$ cat config.mk
export PLATFORM = sky130hd
export DESIGN_NAME = hostlink_top
export DESIGN_NICKNAME = d
export VERILOG_FILES = /design/src/rtl/hostlink_pkg.sv /design/src/rtl/hl_strobe_sync.sv /design/src/rtl/hl_channel.sv /design/src/rtl/hl_edge_merge.sv /design/src/rtl/hostlink_top.sv
export SDC_FILE = /design/constraint.sdc
export NUM_CORES = 1
export LEC_CHECK = 0
export BUFFER_PORTS_ARGS = -buffer_cell sky130_fd_sc_hd__buf_2
export CAP_MARGIN = 20
export CORE_ASPECT_RATIO = 1.4
export CORE_UTILIZATION = 52
export CTS_CLUSTER_SIZE = 12
export DETAILED_ROUTE_END_ITERATION = 10
export PLACE_DENSITY = 0.79
export SYNTH_ARGS = -nofsm -noshare
export SYNTH_HDL_FRONTEND = slang
export SYNTH_SLANG_ARGS = --single-unit
$ cat constraint.sdc
create_clock -name clk -period 1.9 [get_ports clk]
set_clock_uncertainty 0.05 [all_clocks]
set_input_delay 0.19 -clock clk [delete_from_list [all_inputs] [get_ports clk]]
set_output_delay 0.19 -clock clk [all_outputs]
set_load 0.1 [all_outputs]
$ cat src/rtl/hostlink_pkg.sv
package hostlink_pkg;
  localparam int unsigned HL_NCH = 2;
  localparam int unsigned HL_CW  = 1;

  typedef struct packed {
    logic dual;
    logic en;
  } hl_ctl_t;

  localparam int unsigned ST_OBF_BIT = 0;
  localparam int unsigned ST_IBF_BIT = 1;
endpackage

$ cat src/rtl/hl_strobe_sync.sv
module hl_strobe_sync #(
  parameter int unsigned STAGES = 2
) (
  input  logic clk,
  input  logic rst_n,
  input  logic strobe_n,
  output logic trail
);
  logic [STAGES:0] sh;

  always_ff @(posedge clk or negedge rst_n) begin
    if (!rst_n) sh <= '1;
    else        sh <= {sh[STAGES-1:0], strobe_n};
  end

  // released strobe: synchronised level high, one stage older still low
  assign trail = sh[STAGES-1] & ~sh[STAGES];
endmodule

$ cat src/rtl/hl_channel.sv
module hl_channel #(
  parameter int unsigned DW = 8
) (
  input  logic          clk,
  input  logic          rst_n,
  input  logic          h_wr,
  input  logic          h_rd,
  input  logic [DW-1:0] h_din,
  input  logic          l_wr,
  input  logic [DW-1:0] l_din,
  input  logic          l_rd,
  output logic [DW-1:0] in_byte,
  output logic [DW-1:0] out_byte,
  output logic          in_full,
  output logic          out_full
);
  always_ff @(posedge clk or negedge rst_n) begin
    if (!rst_n) begin
      in_byte <= '0;
      in_full <= 1'b0;
    end else if (h_wr) begin
      in_byte <= h_din;
      in_full <= 1'b1;
    end else if (l_rd) begin
      in_full <= 1'b0;
    end
  end

  always_ff @(posedge clk or negedge rst_n) begin
    if (!rst_n) begin
      out_byte <= '0;
      out_full <= 1'b0;
    end else if (l_wr) begin
      out_byte <= l_din;
      out_full <= 1'b1;
    end else if (h_rd) begin
      out_full <= 1'b0;
    end
  end
endmodule

$ cat src/rtl/hl_edge_merge.sv
module hl_edge_merge #(
  parameter int unsigned NCH  = 2,
  parameter bit          IDLE = 1'b0
) (
  input  logic           clk,
  input  logic           rst_n,
  input  logic [NCH-1:0] lvl,
  output logic           pulse
);
  logic [NCH-1:0] prev;
  logic [NCH-1:0] rise;

  always_ff @(posedge clk or negedge rst_n) begin
    if (!rst_n) prev <= {NCH{IDLE}};
    else        prev <= lvl;
  end

  for (genvar i = 0; i < NCH; i++) begin : g_shot
    assign rise[i] = lvl[i] & ~prev[i];
  end

  assign pulse = |rise;
endmodule

$ cat src/rtl/hostlink_top.sv
module hostlink_top
  import hostlink_pkg::*;
#(
  parameter int unsigned DW  = 8,
  parameter int unsigned NCH = HL_NCH
) (
  input  logic           clk,
  input  logic           rst_n,
  input  logic           ctl_we,
  input  logic [1:0]     ctl_wdata,
  input  logic           h_cs0_n,
  input  logic           h_cs1_n,
  input  logic           h_a0,
  input  logic           h_rd_n,
  input  logic           h_wr_n,
  input  logic [DW-1:0]  h_din,
  output logic [DW-1:0]  h_dout,
  input  logic           tx_valid,
  output logic           tx_ready,
  input  logic           tx_ch,
  input  logic [DW-1:0]  tx_data,
  input  logic           rx_ch,
  output logic           rx_valid,
  input  logic           rx_ready,
  output logic [DW-1:0]  rx_data,
  output logic [NCH-1:0] ibf_flags,
  output logic [NCH-1:0] obf_flags,
  output logic           irq_ibf,
  output logic           irq_obe
);
  hl_ctl_t ctl_q;
  logic    ctl_en, ctl_dual;

  always_ff @(posedge clk or negedge rst_n) begin
    if (!rst_n)      ctl_q <= '0;
    else if (ctl_we) ctl_q <= hl_ctl_t'(ctl_wdata);
  end
  assign ctl_en   = ctl_q.en;
  assign ctl_dual = ctl_q.dual;

  logic wr_done, rd_done;
  hl_strobe_sync #(.STAGES(2)) u_wr_sync (.clk, .rst_n, .strobe_n(h_wr_n), .trail(wr_done));
  hl_strobe_sync #(.STAGES(2)) u_rd_sync (.clk, .rst_n, .strobe_n(h_rd_n), .trail(rd_done));

  logic [NCH-1:0] usable, hit;
  logic [NCH-1:0] h_wr_v, h_rd_v, l_wr_v, l_rd_v;
  logic [DW-1:0]  in_b  [NCH];
  logic [DW-1:0]  out_b [NCH];

  for (genvar i = 0; i < NCH; i++) begin : g_ch
    if (i == 0) begin : g_first
      assign usable[i] = ctl_en;
      assign hit[i]    = ctl_en & ~h_cs0_n;
    end else begin : g_rest
      assign usable[i] = ctl_en & ctl_dual;
      assign hit[i]    = ctl_en & ctl_dual & ~h_cs1_n & h_cs0_n;
    end

    assign h_wr_v[i] = wr_done & hit[i] & ~h_a0;
    assign h_rd_v[i] = rd_done & hit[i] & ~h_a0;
    assign l_wr_v[i] = tx_valid & tx_ready & (tx_ch == HL_CW'(i));
    assign l_rd_v[i] = rx_valid & rx_ready & (rx_ch == HL_CW'(i));

    hl_channel #(.DW(DW)) u_ch (
      .clk, .rst_n,
      .h_wr(h_wr_v[i]), .h_rd(h_rd_v[i]), .h_din(h_din),
      .l_wr(l_wr_v[i]), .l_din(tx_data), .l_rd(l_rd_v[i]),
      .in_byte(in_b[i]), .out_byte(out_b[i]),
      .in_full(ibf_flags[i]), .out_full(obf_flags[i])
    );
  end

  assign tx_ready = usable[tx_ch] & ~obf_flags[tx_ch];
  assign rx_valid = usable[rx_ch] &  ibf_flags[rx_ch];
  assign rx_data  = in_b[rx_ch];

  always_comb begin
    h_dout = '0;
    for (int i = NCH - 1; i >= 0; i--) begin
      if (hit[i]) begin
        if (h_a0) begin
          h_dout = '0;
          h_dout[ST_OBF_BIT] = obf_flags[i];
          h_dout[ST_IBF_BIT] = ibf_flags[i];
        end else begin
          h_dout = out_b[i];
        end
      end
    end
  end

  hl_edge_merge #(.NCH(NCH), .IDLE(1'b0)) u_ibf_irq (
    .clk, .rst_n, .lvl(ibf_flags), .pulse(irq_ibf)
  );
  hl_edge_merge #(.NCH(NCH), .IDLE(1'b1)) u_obe_irq (
    .clk, .rst_n, .lvl(~obf_flags), .pulse(irq_obe)
  );
endmodule

==> flow_summary.yaml <==
outcome:
  status: "finished, final reports clean"
synthesis:
  synth.avg_cell_area_sq_um: 14.6
  yosys.cell_types.count: 28
  synth_nets: 173
  netlist_area_sq_mm: 0.00209
  yosysSeqAreaShare: 0.579
  ys_warn_count: 0
  synth_cells: 143
  ys_seq_elements: 48
clock_tree:
  htreeDepth: 2
  clk_pin_slew_ps: 80
  numCtsBuffers: 5
  clock_sinks: 48
  cts.path.max_buffers: 2
  insertion_delay_ps: 300
  cts_tree: "built"
  root_buffer: "clkbuf_8"
global_route:
  track_usage: 0.210
  grt_util_met3: 0.0556
  grt_start_max_net_pins: 49
  antenna_found_initial: 0
  use_met1: 0.235
  grt_pass1_wl_microns: 6870
  met2_usage: 0.378
  grt.busiest_layer: "met2"
  grt_pass1_vias: 1520
  grt_overflow: 0
worst_setup_path:
  startpoint_type: "flop"
  r2r_slack_ps: 260
  setup.worst_path.class: "reg2out"
  reg2reg_to: "g_ch[1].u_ch.out_byte[2]"
  worstRegToRegCells: 3
  path_max_fanout: 10
  crit-reg2reg-launch: "ctl_en"
  crit_start: "ctl_en"
  worstPathRequired_ps: 1660
  critPathCapture: "h_dout[6]"
  end_kind: "output port"
  arrival_ps: 1590
pwr:
  peakVddDrop_mv: 1.78
  fin_total_pwr_uw: 3560
  p_leak_uw: 0.00128
  p_per_area_mw_per_mm2: 1350
floorplanning:
  fp.coreArea_sq_mm: 0.00374
  initial_utilization: 0.559
  die_h_microns: 77.1
  die-area_sq_mm: 0.00428
  rows: 26
  io-pin-count: 54
  die_w_microns: 55.6
timing:
  setup-violations-final: 0
  final_hold_viol_count: 0
  fin_crit_ps: 1830
  slew_violations: 0
  worst_slack_ps: 71.2
  finalCritPeriodShare: 0.963
  tightest_slew_ps: 495
  max_freq_mhz: 547
  max_slew_margin: 0.669
place:
  pre_cts_slack_ps: 131
  dp_hpwl_microns: 3100
  dp.cells: 235
  place.gp.congestion: 0.806
  placed_area_sq_mm: 0.00250
  io_buffers: 53
finish:
  drive_gt1_frac: 0.603
  area_growth_pct: 26.5
  final_cell_area_sq_mm: 0.00265
  antenna_cells: 0
  fillers: 271
  final_cells: 246
  fin_nets: 233
  utilization: 0.707
route:
  avgViaCountPerCell: 5.65
  drc: 0
  dr.pass1.iters: 4
  first_iter_violations: 33
  antenna_left: 0
  vias: 1390
  wire_per_inst_microns: 16.5
  routed_wl_microns: 4060
worst_hold_path:
  worstHoldPathType: "in2reg"
job:
  drv_cap: 0
state kept, by name (all words and copies together), names as in the netlist:
register	cells
ctl_dual	1
ctl_en	1
g_ch.u_ch.in_byte	16
g_ch.u_ch.in_full	2
g_ch.u_ch.out_byte	16
g_ch.u_ch.out_full	2
u_ibf_irq.prev	2
u_obe_irq.prev	2
u_rd_sync.sh	3
u_wr_sync.sh	3
metal layers:
metal  wire, microns  share of wire
met5               0              0
met4              70          0.017
met3             195          0.048
met2            2270           0.56
met1            1520           0.37
worst max-delay path, stage by stage, from the launching register on:
cell     delay [ps]
dfrtp_2         480
nor3b_4         260
buf_4           180
a22o_1          180
buf_12          180
layout make-up:
class	instances	area (sq um)	area share
Clock buffer	6	72.6	0.0274
Clock inverter	2	35.0	0.0132
Inverter	6	22.5	0.00851
Multi-Input combinational cell	82	815	0.308
Sequential cell	48	1210	0.459
Tap cell	42	52.6	0.0199
Timing Repair Buffer	60	435	0.165
cell usage after synthesis:
| cell | number | share of area |
|---|---|---|
| clkbuf_1 | 1 | 0.0018 |
| buf_4 | 5 | 0.018 |
| nand2b_1 | 1 | 0.0030 |
| nand2_1 | 4 | 0.0072 |
| nand4b_1 | 1 | 0.0042 |
| nand4_1 | 1 | 0.0030 |
| o22ai_1 | 5 | 0.015 |
| mux2_2 | 41 | 0.22 |
| nand3b_2 | 1 | 0.0054 |
| and2_1 | 2 | 0.0060 |
| nor3b_4 | 1 | 0.0090 |
| a22o_1 | 6 | 0.025 |
| nand2b_4 | 1 | 0.0066 |
| dfrtp_1 | 40 | 0.48 |
| mux2_1 | 1 | 0.0054 |
| nand3_1 | 1 | 0.0024 |
| buf_6 | 1 | 0.0054 |
| nor3_4 | 2 | 0.016 |
| nor4_4 | 1 | 0.010 |
| nor4_1 | 1 | 0.0030 |
| nand3b_1 | 2 | 0.0072 |
| mux2i_1 | 4 | 0.019 |
| inv_1 | 6 | 0.011 |
| nor2_1 | 1 | 0.0018 |
| o21ai_0 | 2 | 0.0048 |
| dfstp_2 | 8 | 0.10 |
| a21o_1 | 2 | 0.0072 |
| o21bai_1 | 1 | 0.0036 |
how the worst min path moves through the flow:
stage,cells after the start,from,to
final,2,ctl_wdata[0],ctl_en
after CTS,2,ctl_wdata[0],ctl_en
after detailed placement,2,rst_n,g_ch[0].u_ch.out_full
after floorplan,0,rst_n,ctl_dual
after global routing,2,tx_data[0],g_ch[1].u_ch.out_byte[0]
after global placement,2,rst_n,g_ch[1].u_ch.out_full
power by group:
| group | internal, uW | total, uW | switching [uW] |
|---|---|---|---|
| sequential | 1300 | 1480 | 182 |
| clock | 390 | 700 | 310 |
| combinational | 398 | 1380 | 982 |
per-stage QoR:
stage	setup TNS [ps]	hold WS [ps]
4_1_cts	0	69.1
3_3_place_gp	0	134
3_5_place_dp	0	137
6_report	0	81.4
5_1_grt	-3.53	76.9
2_1_floorplan	-1030	-156
cell families after synthesis:
kind of cell	after synthesis	share of synthesized area
AO/OA/AOI/OAI	16	0.0556
multiplexers	46	0.245
buffers and inverters	13	0.0359
flip-flops	48	0.579
AND/OR/NAND/NOR	20	0.0843
cells in the final DEF (no fill, tap or decap), types with 5 or more instances in the layout:
cell      instances
mux2_2           41
dfstp_2           8
a22o_1            6
buf_12            7
buf_2            44
clkbuf_8          5
inv_1             6
dfrtp_1          38
repair_timing:
action / CTS / global route
hold endpoints to repair: 42 / 0
endpoints found under the setup margin: 8 / 9
resized for setup: 3 / 3
pin swaps: 0 / 0
hold buffers: 3 / 0
buffers inserted: 0 / 0
No activity file was read; power rests on OpenSTA's default activity.
